### src/rtl/pkt_mailbox_pkg.sv
package pkt_mailbox_pkg;

  // Register word index inside the 64-byte window; order follows the offsets.
  typedef enum logic [3:0] {
    SEL_ID_LO   = 4'd0,
    SEL_ID_HI   = 4'd1,
    SEL_BUSY    = 4'd2,
    SEL_RX_CNT  = 4'd3,
    SEL_TX_CNT  = 4'd4,
    SEL_INT_CTL = 4'd5,
    SEL_INT_INF = 4'd6,
    SEL_RX_DATA = 4'd7,
    SEL_TX_DATA = 4'd8,
    SEL_NONE    = 4'd15
  } regSel_t;

  // Strobes from control to datapath, all single-cycle.
  typedef struct packed {
    logic ldTxCnt;
    logic txPush;
    logic rxTake;
    logic rxEnd;
    logic rxPop;
    logic rxFlush;
  } mbxStrobe_t;

  // Status vector bit positions (compacted form of the interrupt word).
  localparam int ST_TX_DONE  = 0;
  localparam int ST_RX_AVAIL = 1;
  localparam int ST_TEST     = 2;

endpackage

### src/rtl/pkt_mailbox_ctrl.sv
module pkt_mailbox_ctrl
  import pkt_mailbox_pkg::*;
(
  input  logic       clk,
  input  logic       rstN,
  input  logic [3:0] hostAddr,
  input  logic       hostWrEn,
  input  logic [2:0] intWrBits,   // {wrData[31], wrData[1], wrData[0]}
  input  logic       hostRdEn,
  input  logic       netRxValid,
  input  logic       netRxLast,
  input  logic       rxCntNz,
  input  logic       txCntNz,
  input  logic       txStageFree,
  input  logic       txLastDone,
  output regSel_t    regSel,
  output mbxStrobe_t strb,
  output logic [2:0] intStat,
  output logic       netRxReady,
  output logic       irq
);

  logic rdAct;
  logic intWr;
  logic intRd;

  always_comb begin
    regSel = (hostAddr <= 4'd8) ? regSel_t'(hostAddr) : SEL_NONE;
  end

  assign rdAct = hostRdEn && !hostWrEn;
  assign intWr = hostWrEn && (regSel == SEL_INT_CTL);
  assign intRd = rdAct && (regSel == SEL_INT_CTL);

  always_comb begin
    strb.ldTxCnt = hostWrEn && (regSel == SEL_TX_CNT);
    strb.txPush  = hostWrEn && (regSel == SEL_TX_DATA) && txCntNz && txStageFree;
    strb.rxTake  = netRxValid && !intStat[ST_RX_AVAIL];
    strb.rxEnd   = netRxValid && !intStat[ST_RX_AVAIL] && netRxLast;
    strb.rxPop   = rdAct && (regSel == SEL_RX_DATA) && rxCntNz;
    strb.rxFlush = intWr && intWrBits[1];
  end

  // Status bits: a set event wins over a same-cycle clear.
  always_ff @(posedge clk) begin
    if (!rstN) begin
      intStat <= '0;
    end else begin
      if (txLastDone)                  intStat[ST_TX_DONE] <= 1'b1;
      else if (intWr && intWrBits[0])  intStat[ST_TX_DONE] <= 1'b0;

      if (strb.rxEnd)                  intStat[ST_RX_AVAIL] <= 1'b1;
      else if (intWr && intWrBits[1])  intStat[ST_RX_AVAIL] <= 1'b0;

      if (intWr)                       intStat[ST_TEST] <= intWrBits[2];
      else if (intRd)                  intStat[ST_TEST] <= 1'b0;
    end
  end

  assign netRxReady = !intStat[ST_RX_AVAIL];
  assign irq        = |intStat;

endmodule

### src/rtl/pkt_mailbox_dp.sv
module pkt_mailbox_dp
  import pkt_mailbox_pkg::*;
#(
  parameter int          RX_DEPTH = 64,
  parameter int          MAX_LEN  = 65536,
  parameter int          VERSION  = 1,
  parameter logic [31:0] INT_INFO = 32'h0000_0001
) (
  input  logic        clk,
  input  logic        rstN,
  input  regSel_t     regSel,
  input  mbxStrobe_t  strb,
  input  logic [31:0] hostWrData,
  input  logic [2:0]  intStat,
  input  logic [7:0]  netRxData,
  input  logic        netTxReady,
  output logic [31:0] hostRdData,
  output logic        netTxValid,
  output logic [7:0]  netTxData,
  output logic        netTxLast,
  output logic        rxCntNz,
  output logic        txCntNz,
  output logic        txStageFree,
  output logic        txLastDone
);

  localparam int CNT_W  = $clog2(MAX_LEN + 1);
  localparam int PTR_W  = $clog2(RX_DEPTH);
  localparam int FILL_W = $clog2(RX_DEPTH + 1);
  // Characters stored low byte first: P K T M A I L <digit>.
  localparam logic [63:0] DEV_ID = {8'(48 + VERSION), 56'("LIAMTKP")};

  // ---------------- receive side ----------------
  logic [7:0]        rxMem [RX_DEPTH];
  logic [FILL_W-1:0] fill;
  logic [FILL_W-1:0] keptAtEnd;
  logic [PTR_W-1:0]  rdPtr;
  logic [CNT_W-1:0]  rxCnt;
  logic              room;

  assign room      = fill < FILL_W'(RX_DEPTH);
  assign keptAtEnd = room ? fill + 1'b1 : fill;

  always_ff @(posedge clk) begin
    if (strb.rxTake && room) rxMem[fill[PTR_W-1:0]] <= netRxData;
  end

  always_ff @(posedge clk) begin
    if (!rstN) begin
      fill  <= '0;
      rdPtr <= '0;
      rxCnt <= '0;
    end else begin
      if (strb.rxEnd)                fill <= '0;
      else if (strb.rxTake && room)  fill <= fill + 1'b1;

      if (strb.rxEnd)                rdPtr <= '0;
      else if (strb.rxPop)           rdPtr <= rdPtr + 1'b1;

      if (strb.rxEnd)                rxCnt <= CNT_W'(keptAtEnd);
      else if (strb.rxFlush)         rxCnt <= '0;
      else if (strb.rxPop)           rxCnt <= rxCnt - 1'b1;
    end
  end

  assign rxCntNz = rxCnt != '0;

  // ---------------- transmit side ----------------
  logic [CNT_W-1:0] txCnt;
  logic             stV;
  logic [7:0]       stD;
  logic             stL;

  always_ff @(posedge clk) begin
    if (!rstN) begin
      txCnt <= '0;
      stV   <= 1'b0;
      stD   <= '0;
      stL   <= 1'b0;
    end else begin
      if (strb.ldTxCnt)
        txCnt <= (hostWrData > 32'(MAX_LEN)) ? CNT_W'(MAX_LEN) : hostWrData[CNT_W-1:0];
      else if (strb.txPush)
        txCnt <= txCnt - 1'b1;

      if (strb.txPush) begin
        stV <= 1'b1;
        stD <= hostWrData[7:0];
        stL <= (txCnt == CNT_W'(1));
      end else if (netTxReady) begin
        stV <= 1'b0;
      end
    end
  end

  assign txCntNz     = txCnt != '0;
  assign txStageFree = !stV || netTxReady;
  assign txLastDone  = stV && netTxReady && stL;
  assign netTxValid  = stV;
  assign netTxData   = stD;
  assign netTxLast   = stL;

  // ---------------- read mux ----------------
  logic busy;
  assign busy = (fill != '0) || txCntNz || stV;

  always_comb begin
    case (regSel)
      SEL_ID_LO:   hostRdData = DEV_ID[31:0];
      SEL_ID_HI:   hostRdData = DEV_ID[63:32];
      SEL_BUSY:    hostRdData = {31'b0, busy};
      SEL_RX_CNT:  hostRdData = 32'(rxCnt);
      SEL_TX_CNT:  hostRdData = 32'(txCnt);
      SEL_INT_CTL: hostRdData = {intStat[ST_TEST], 29'b0,
                                 intStat[ST_RX_AVAIL], intStat[ST_TX_DONE]};
      SEL_INT_INF: hostRdData = INT_INFO;
      SEL_RX_DATA: hostRdData = rxCntNz ? {24'b0, rxMem[rdPtr]} : 32'b0;
      default:     hostRdData = 32'b0;
    endcase
  end

endmodule

### src/rtl/pkt_mailbox.sv
module pkt_mailbox
  import pkt_mailbox_pkg::*;
#(
  parameter int          RX_DEPTH = 64,
  parameter int          MAX_LEN  = 65536,
  parameter int          VERSION  = 1,
  parameter logic [31:0] INT_INFO = 32'h0000_0001
) (
  input  logic        clk,
  input  logic        rstN,
  input  logic [3:0]  hostAddr,
  input  logic        hostWrEn,
  input  logic [31:0] hostWrData,
  input  logic        hostRdEn,
  output logic [31:0] hostRdData,
  input  logic        netRxValid,
  input  logic [7:0]  netRxData,
  input  logic        netRxLast,
  output logic        netRxReady,
  output logic        netTxValid,
  output logic [7:0]  netTxData,
  output logic        netTxLast,
  input  logic        netTxReady,
  output logic        irq
);

  regSel_t    regSel;
  mbxStrobe_t strb;
  logic [2:0] intStat;
  logic       rxCntNz;
  logic       txCntNz;
  logic       txStageFree;
  logic       txLastDone;

  pkt_mailbox_ctrl u_ctrl (
    .clk         (clk),
    .rstN        (rstN),
    .hostAddr    (hostAddr),
    .hostWrEn    (hostWrEn),
    .intWrBits   ({hostWrData[31], hostWrData[1:0]}),
    .hostRdEn    (hostRdEn),
    .netRxValid  (netRxValid),
    .netRxLast   (netRxLast),
    .rxCntNz     (rxCntNz),
    .txCntNz     (txCntNz),
    .txStageFree (txStageFree),
    .txLastDone  (txLastDone),
    .regSel      (regSel),
    .strb        (strb),
    .intStat     (intStat),
    .netRxReady  (netRxReady),
    .irq         (irq)
  );

  pkt_mailbox_dp #(
    .RX_DEPTH (RX_DEPTH),
    .MAX_LEN  (MAX_LEN),
    .VERSION  (VERSION),
    .INT_INFO (INT_INFO)
  ) u_dp (
    .clk         (clk),
    .rstN        (rstN),
    .regSel      (regSel),
    .strb        (strb),
    .hostWrData  (hostWrData),
    .intStat     (intStat),
    .netRxData   (netRxData),
    .netTxReady  (netTxReady),
    .hostRdData  (hostRdData),
    .netTxValid  (netTxValid),
    .netTxData   (netTxData),
    .netTxLast   (netTxLast),
    .rxCntNz     (rxCntNz),
    .txCntNz     (txCntNz),
    .txStageFree (txStageFree),
    .txLastDone  (txLastDone)
  );

endmodule

### config.mk
export PLATFORM = sky130hd
export DESIGN_NAME = pkt_mailbox
export DESIGN_NICKNAME = d
export VERILOG_FILES = /design/src/rtl/pkt_mailbox_pkg.sv /design/src/rtl/pkt_mailbox_ctrl.sv /design/src/rtl/pkt_mailbox_dp.sv /design/src/rtl/pkt_mailbox.sv
export SDC_FILE = /design/constraint.sdc
export NUM_CORES = 1
export LEC_CHECK = 0
export BUFFER_PORTS_ARGS = -buffer_cell sky130_fd_sc_hd__buf_2
export CORE_ASPECT_RATIO = 1.1
export CORE_MARGIN = 4
export CORE_UTILIZATION = 36
export DETAILED_ROUTE_END_ITERATION = 10
export PLACE_DENSITY_LB_ADDON = 0.08
export SETUP_SLACK_MARGIN = 0.02
export SYNTH_ARGS = -nofsm -noshare
export SYNTH_HDL_FRONTEND = slang
export SYNTH_SLANG_ARGS = --single-unit
### constraint.sdc
create_clock -name clk -period 2.5 [get_ports clk]
set_input_delay 0.375 -clock clk [delete_from_list [all_inputs] [get_ports clk]]
set_output_delay 0.375 -clock clk [all_outputs]
set_load 0.05 [all_outputs]
# == Yosys cells after proc, flatten, opt, wreduce, memory -nomap -nowiden ==
# Memory sizes are Yosys's and may differ from the RTL's. A register that Yosys moved wholly into a read port is not among the register bits.
# Index checks and enable logic that the tools add are counted.
# word_totals
reg_bits,60
ramBits,512
in_bits,51
output_inout_bits,44
elab_cells,86
mem_count,1
# mem_list
name,depth,word_bits,rd,rd_clocked_by_memory_dff,write_ports,line_no,text
u_dp.rxMem,64,8,1,1,1,pkt_mailbox_dp.sv:34,logic [7:0] rxMem [RX_DEPTH];
# classes
n_addsub,4
order_cmp,3
n_eq_ne,9
muxes,22
bitwise,1
reduce_logical,35
# op_table
operator,count
32-bit one-hot mux with 8 select lines,1
17-bit 2-to-1 mux,3
17-bit nonzero test,2
"17-bit by 1-bit subtractor with 17-bit output, second input constant",2
"32-bit by 17-bit > comparator with 1-bit output, second input constant",1
7-bit 2-to-1 mux,4
"17-bit by 1-bit == test with 1-bit output, second input constant",1
"4-bit by 3-bit == test with 1-bit output, second input constant",4
1-bit logical AND,16
6-bit 2-to-1 mux,2
1-bit 2-to-1 mux,10
2-bit nonzero test,5
"4-bit by 2-bit == test with 1-bit output, second input constant",2
8-bit 2-to-1 mux,1
"7-bit by 1-bit adder with 7-bit output, second input constant",1
"7-bit less-than comparator, second input constant",1
7-bit nonzero test,1
"6-bit by 1-bit adder with 6-bit output, second input constant",1
3-bit OR reduction,2
"4-bit by 1-bit == test with 1-bit output, second input constant",1
"4-bit == test, second input constant",1
"4-bit less-or-equal comparator, second input constant",1
4-bit zero test,1
4-bit 2-to-1 mux,1
other kinds (5),9

# == Logic depth before layout (Yosys ltp) ==
# Gate-level depths: netlist of run 1.
# depth
depth_word,8
depth_mapped,10
mapped_depth_nobuf,8

# == Hierarchy ==
# A second synthesis of run 1 with hierarchy kept.
# hier_totals
hier_cells,1411
hier_area_um2,23779.1
# modules_own_cells
module,n_inst,cells_each,area_per_inst_um2,seq_area_each_um2
pkt_mailbox_dp,1,1378,23517.6,16636.0
pkt_mailbox_ctrl,1,33,261.5,60.1

# == Least setup slack after synthesis of run 1 ==
# Ideal clock, no wire load.
# synth_path
kind,input -> output
from,input port hostAddr[1]
to,output port hostRdData[28]
t_arrival_ns,2.837
required_time_ns,2.125
path_slack_ns,-0.712
stages,3
path_buffers,2
cell_sequence,clkbuf_1 -> nor4b_1 -> buf_4
# synth_between
elab_chain_len,4
elab_cells_between_ends,11
cone_classes,order compare (1); eq/ne (7); mux (2); reduce/logical (1)
# synth_rtl
element,line_no,text
from (decl),pkt_mailbox.sv:11,"input logic [3:0] hostAddr,"
4-bit less-or-equal comparator,pkt_mailbox_ctrl.sv:28,regSel = (hostAddr <= 4'd8) ? regSel_t'(hostAddr) : SEL_NONE;
4-bit 2-to-1 mux *,pkt_mailbox_ctrl.sv:28,
"4-bit by 3-bit == test with 1-bit output, or another cell as far along",pkt_mailbox_dp.sv:108,case (regSel)
32-bit one-hot mux with 8 select lines *,pkt_mailbox_dp.sv:108,
to (decl),pkt_mailbox.sv:15,"output logic [31:0] hostRdData,"
# Every way passes the cells marked *; elsewhere a longest branch is shown, timed or not.

==> flow_summary.ini, run 1 <==
[floorplanning]
die_h_um = 278
core.rowCount = 98
start_util_pct = 36.6
design.core.area_mm2 = 0.0655
die_w_um = 254
num_io_pins = 95
dieArea_mm2 = 0.0707

[setup_path]
cp_slowest_stage_delay_ns = 0.59
cp-end-kind = output pin
arrival_ns = 3.16
cp_max_fo = 8
critical_path.reg2reg.startpoint = u_dp.rxCnt[5]
cp_cell_sequence = buf_12 > mux4_2 > mux2i_2 > nor3b_2 > a31oi_4 > a211oi_2 > or4_4 > buf_8
cpLargestDelayFamily = multiplexers
criticalPathCategory = flip-flop to output pin
cp_slowest_cell = or4_4
reg2regPathDepth = 6
rr_endpoint = u_dp.rxCnt[13]
required_ns = 2.12
cp_num_buf_inv = 2
cp-start-kind = flip-flop
r2r_slack_ns = 0.30

[placed_design]
dpl_cell_area_mm2 = 0.0276
place_congestion = 0.863
dp_hpwl_um = 48800
portBuffers = 90

[power]
powerDensity_mw_per_mm2 = 688
ir_drop_uv = 427
clkPwrFrac_pct = 45.7
p_int_w = 0.0165
leakage_nw = 10.4
total_power_w = 0.0209
comb_power_share_pct = 3.8
netSwitchingFraction_pct = 20.8
power.switching_w = 0.00433
p_seq_share_pct = 50.5

[logic_synthesis]
yosys.area.top_type = edfxtp_1
synth-main-ff-cell = edfxtp_1
synth_cell_types = 74
yosysWarnings = 0
async_flop_share_pct = 0
syn_area_mm2 = 0.0239
synth_area_leaders = edfxtp_1 64%, mux4_2 7.7%, dfxtp_1 5.5%
synth.yosys.seq_area_share_pct = 69.8
synth-edff-count = 512
synth_top_area_share_pct = 64.2
syn_inst = 1513
syn_area_per_cell_um2 = 15.8
ys_seq_elements = 578

[layout]
layout_commonest_cell = edfxtp_1
fin_util_pct = 46.4
drive_gt1_share_pct = 34.5
nFillCells = 5797
nNetsFinal = 1967
seq_area_mm2 = 0.0167
design_area_mm2 = 0.0304
multi_input_area_mm2 = 0.00698
area_delta_synth_final_pct = 26.8
num_antenna_cells = 0
final_cell_mix = 512 x edfxtp_1, 297 x buf_4, 136 x nor2_1, 100 x mux2i_1, 86 x nand2_1

[sta]
finalClockSkew_ns = 0.0124
worst_hold_slack_ns = 0.0384
fmax_ghz = 0.283
hold_violations = 0
maxSlewViolCount = 0
rsz0062_at_grt = yes
min_period_ns = 3.53
setup_violations = 8
setup_ws_ns = -1.03
tns_ns = -7.35
finalCritPeriodShare_pct = 141
max-slew-margin-rel_pct = 46.2
tightest_slew_ns = 0.807

[run_status]
violations = setup timing
status = complete, but fails checks

[global_routing]
busiest_layer = met2
grt_pass1_vias = 15100
grt_usage_pct = 19.7
grt_max_degree = 65
met2_usage_pct = 33.3
globalRouteMet1Util_pct = 26.7
grt_antenna_before_repair = 0
grt_overflow_total = 0
grt_pass1_wl_um = 103000
met3_usage_pct = 3.18

[min_path]
hold_class = input pin to flip-flop
hold_start = hostWrData[12]
holdPathStages = 3
hold_end = u_dp.txCnt[12]

[detailed_routing]
viasPerCell = 5.23
final_antenna_net_count = 0
vias = 14700
drt_first_iter_violations = 1068
first_pass_iters = 5
wl_um = 70400
drc = 0
wl_per_cell_um = 25.1

[clock_tree]
cts_max_path_buffers = 3
cts_buffers = 61
cts_tree = done
cts.clk_slew.worst_paths_ns = 0.06
clock-sinks = 578
cts_htree_levels = 2
clk_latency_ns = 0.62
ctsRootBufferMaster = clkbuf_16

[flow_run]
max-cap-violations = 0
-- layout make-up --
class,instances,area share [%]
Clock inverter,48,1.79
Clock buffer,67,5.17
Sequential cell,578,55.0
Multi-Input combinational cell,826,23.0
Inverter,14,0.173
Tap cell,850,3.50
Timing Repair Buffer,426,11.3
-- how the worst max path moves through the flow --
stage / startpoint / endpoint / slack (ns) / cells past startpoint
2_1_floorplan: flip-flop / hostRdData[2] / -0.09 / 8
3_3_place_gp: flip-flop / hostRdData[0] / -0.48 / 8
3_5_place_dp: flip-flop / hostRdData[0] / -0.45 / 8
4_1_cts: flip-flop / hostRdData[2] / -1.02 / 7
5_1_grt: flip-flop / hostRdData[0] / -1.09 / 8
6_report: flip-flop / hostRdData[0] / -1.03 / 8
-- layer usage --
metal	wire, um	up-vias
met3	3240	87
met1	31000	7527
met4	1630	0
li1	-	6708
met2	34500	380
met5	0	-
-- cells in the mapped netlist, types with 10 or more instances --
cell type	instances
mux2i_1	104
inv_1	13
xor2_1	24
clkbuf_1	32
a22oi_1	63
a21oi_1	55
o21ai_0	20
and2_1	10
nor2_1	137
mux4_2	82
dfxtp_1	66
nor3_1	15
buf_2	36
nand2_1	93
nor4_1	15
edfxtp_1	512
nor2b_1	12
nand4_1	10
xnor2_1	10
buf_4	18
nand3_1	36
-- state kept, by name, summed over array words and instances, names as in the netlist, named ones only --
| signal | count |
|---|---|
| u_dp.netTxLast | 1 |
| u_dp.netTxData | 8 |
| u_dp.fill | 7 |
| u_dp.netTxValid | 1 |
| u_dp.txCnt | 17 |
| u_dp.rxMem | 512 |
| u_dp.rxCnt | 17 |
| u_ctrl.intStat | 3 |
| u_dp.rdPtr | 6 |
-- stage by stage --
stage | instances | setup slack, ns
after global routing | 2809 | -1.09
final | 2809 | -1.03
after detailed placement | 2672 | -0.449
after CTS | 2806 | -1.02
after global placement | 2672 | -0.480
after floorplan | 1516 | -0.0939
-- what timing repair did --
item,in CTS,in global routing
hold endpoints to repair,3,0
hold buffers,3,0
pin swaps,17,20
setup endpoints to repair,8,8
cloned,3,0
resized for setup,71,24
buffers inserted,14,6
-- cell families (layout without fill, tap and decap cells) --
family,after synthesis,in the layout,share of synthesized area (%)
DFF,578,578,69.8
and+or+nand+nor,376,376,7.67
AOI/OAI and AO/OA,209,209,6.02
muxes,194,194,12.4
buffers and inverters,112,555,2.38
xor gates and xnor gates,34,34,1.24
adders and majority gates,9,9,0.470
other,1,4,0.0157
-- worst register-to-register path, stage by stage (launching register included) --
cell	delay [ns]
dfxtp_2	0.32
or4_4	0.55
buf_4	0.16
nor3_1	0.35
nand3_1	0.22
or3_1	0.35
a21oi_1	0.16
-- power groups by stage --
stage          Combinational (W)  Clock (W)  Sequential (W)
2_1_floorplan           0.000327          0          0.0108
3_3_place_gp            0.000780          0          0.0107
3_5_place_dp            0.000787          0          0.0107
4_1_cts                 0.000807    0.00978          0.0105
5_1_grt                 0.000863     0.0102          0.0105
6_report                0.000801    0.00953          0.0105
No activity file was read; power rests on OpenSTA's default activity.
==> run 2: changes to the inputs <==
==> constraint.sdc (replaced) <==
create_clock -name clk -period 2.5 [get_ports clk]
set_input_delay 0.125 -clock clk [delete_from_list [all_inputs] [get_ports clk]]
set_output_delay 0.125 -clock clk [all_outputs]
set_load 0.05 [all_outputs]
==> flow_summary.ini, run 2 (same netlist as run 1, synthesis figures left out) <==
[setup_path]
cp_max_fo = 13
cp-end-kind = output pin
cp-start-kind = flip-flop
cp_slowest_cell = mux4_2
cp_num_buf_inv = 3
arrival_ns = 3.12
cp_slowest_stage_delay_ns = 0.55
cp_cell_sequence = buf_12 > buf_8 > mux4_2 > mux2_4 > nand2_2 > nand4_1 > nand2_1 > nand4_1 > buf_6
criticalPathCategory = flip-flop to output pin
crit_top_cell = nand4_1
cpLargestDelayFamily = multiplexers
required_ns = 2.38

[floorplanning]
num_io_pins = 95
design.core.area_mm2 = 0.0655
start_util_pct = 36.6
die_h_um = 278
core.rowCount = 98
die_w_um = 254
dieArea_mm2 = 0.0707

[placed_design]
dp_hpwl_um = 50100
dp.cells = 2640
portBuffers = 90
place_congestion = 0.850

[power]
powerDensity_mw_per_mm2 = 689
total_power_w = 0.0209
power.switching_w = 0.00428
netSwitchingFraction_pct = 20.5
p_seq_share_pct = 50.5
clkPwrFrac_pct = 45.7
comb_power_share_pct = 3.8
leakage_nw = 10.4
ir_drop_uv = 401
p_int_w = 0.0166

[detailed_routing]
first_pass_iters = 5
final_antenna_net_count = 0
vias = 14600
wl_um = 71800
drc = 0
wl_per_cell_um = 25.6
viasPerCell = 5.22
drt_first_iter_violations = 949

[clock_tree]
cts.clk_slew.worst_paths_ns = 0.06
clk_latency_ns = 0.62
clock-sinks = 578
cts_tree = done
cts_max_path_buffers = 3
cts_buffers = 61
ctsRootBufferMaster = clkbuf_16
cts_htree_levels = 2

[global_routing]
grt_max_degree = 65
grt_overflow_total = 0
grt_pass1_vias = 15100
grt_usage_pct = 20.1
grt_antenna_before_repair = 1
grt_pass1_wl_um = 104000

[sta]
min_period_ns = 3.24
max-slew-margin-rel_pct = 42.9
fmax_ghz = 0.308
setup_violations = 8
tns_ns = -4.90
rsz0062_at_grt = yes
setup_ws_ns = -0.744
maxSlewViolCount = 0
finalClockSkew_ns = 0.0295
hold_violations = 0
finalCritPeriodShare_pct = 130
tightest_slew_ns = 0.856

[layout]
final_cell_mix = 512 x edfxtp_1, 266 x buf_4, 136 x nor2_1, 92 x mux2i_1, 87 x nand2_1
fin_util_pct = 46.3
drive_gt1_share_pct = 32.4
area_delta_synth_final_pct = 26.7
largest_reg_flops = 512
instances_no_fill = 2800
layout_commonest_cell = edfxtp_1
nFillCells = 5740
nNetsFinal = 1957

[run_status]
status = complete, but fails checks
violations = setup timing

[flow_run]
max-cap-violations = 0

[min_path]
hold_class = input pin to flip-flop
## run 2: power groups by stage
stage          clock, W  sequential, W  combinational (W)
6_report        0.00955         0.0105           0.000799
5_1_grt          0.0102         0.0105           0.000863
4_1_cts         0.00980         0.0105           0.000803
3_5_place_dp          0         0.0107           0.000755
3_3_place_gp          0         0.0107           0.000745
2_1_floorplan         0         0.0108           0.000323
## run 2: cell type report
type | count | area (um2) | share of cell area [%]
Antenna cell | 1 | 2.50 | 0.00825
Clock buffer | 80 | 1640 | 5.41
Clock inverter | 35 | 470 | 1.55
Inverter | 14 | 52.6 | 0.173
Multi-Input combinational cell | 826 | 6990 | 23.1
Sequential cell | 578 | 16700 | 55.1
Tap cell | 850 | 1060 | 3.51
Timing Repair Buffer | 416 | 3390 | 11.2
## run 2: final timing paths
check        slack (ns)               from           endpoint  cells past startpoint
max               -0.74          flip-flop      hostRdData[1]                      9
min                0.05       netRxData[6]   u_dp.rxMem[5][6]                      2
max reg2reg        0.25     u_dp.txCnt[11]      u_dp.txCnt[8]                      8
min reg2reg        0.45  u_dp.netTxData[7]  u_dp.netTxData[7]                      2
## run 2: per-layer routing
layer / global-route usage (%) / share of wire (%) / vias to the layer above / wire length, um
met5: 0 / 0 / - / 0
met4: 6.89 / 3.8 / 0 / 2700
met3: 3.76 / 5.2 / 113 / 3700
met2: 35.2 / 51 / 410 / 36400
met1: 24.9 / 40 / 7411 / 29000
li1: - / - / 6695 / -
## run 2: what timing repair did
| action | CTS | global route |
|---|---|---|
| hold endpoints to repair | 54 | 0 |
| hold buffers | 27 | 0 |
| pin swaps | 10 | 7 |
| setup buffers | 10 | 6 |
| gates resized for setup | 70 | 31 |
| setup endpoints to repair | 8 | 8 |
| gates cloned | 1 | 0 |
## run 2: per-stage QoR
stage / worst slack [ns] / hold slack [ns] / area (um2)
CTS: -0.792 / 0.00260 / 30100
global route: -0.811 / 0.0373 / 30300
detailed placement: -0.424 / 0.413 / 27400
floorplan: 0.0539 / 0.224 / 24000
global placement: -0.386 / 0.403 / 27400
finish: -0.744 / 0.0509 / 30300
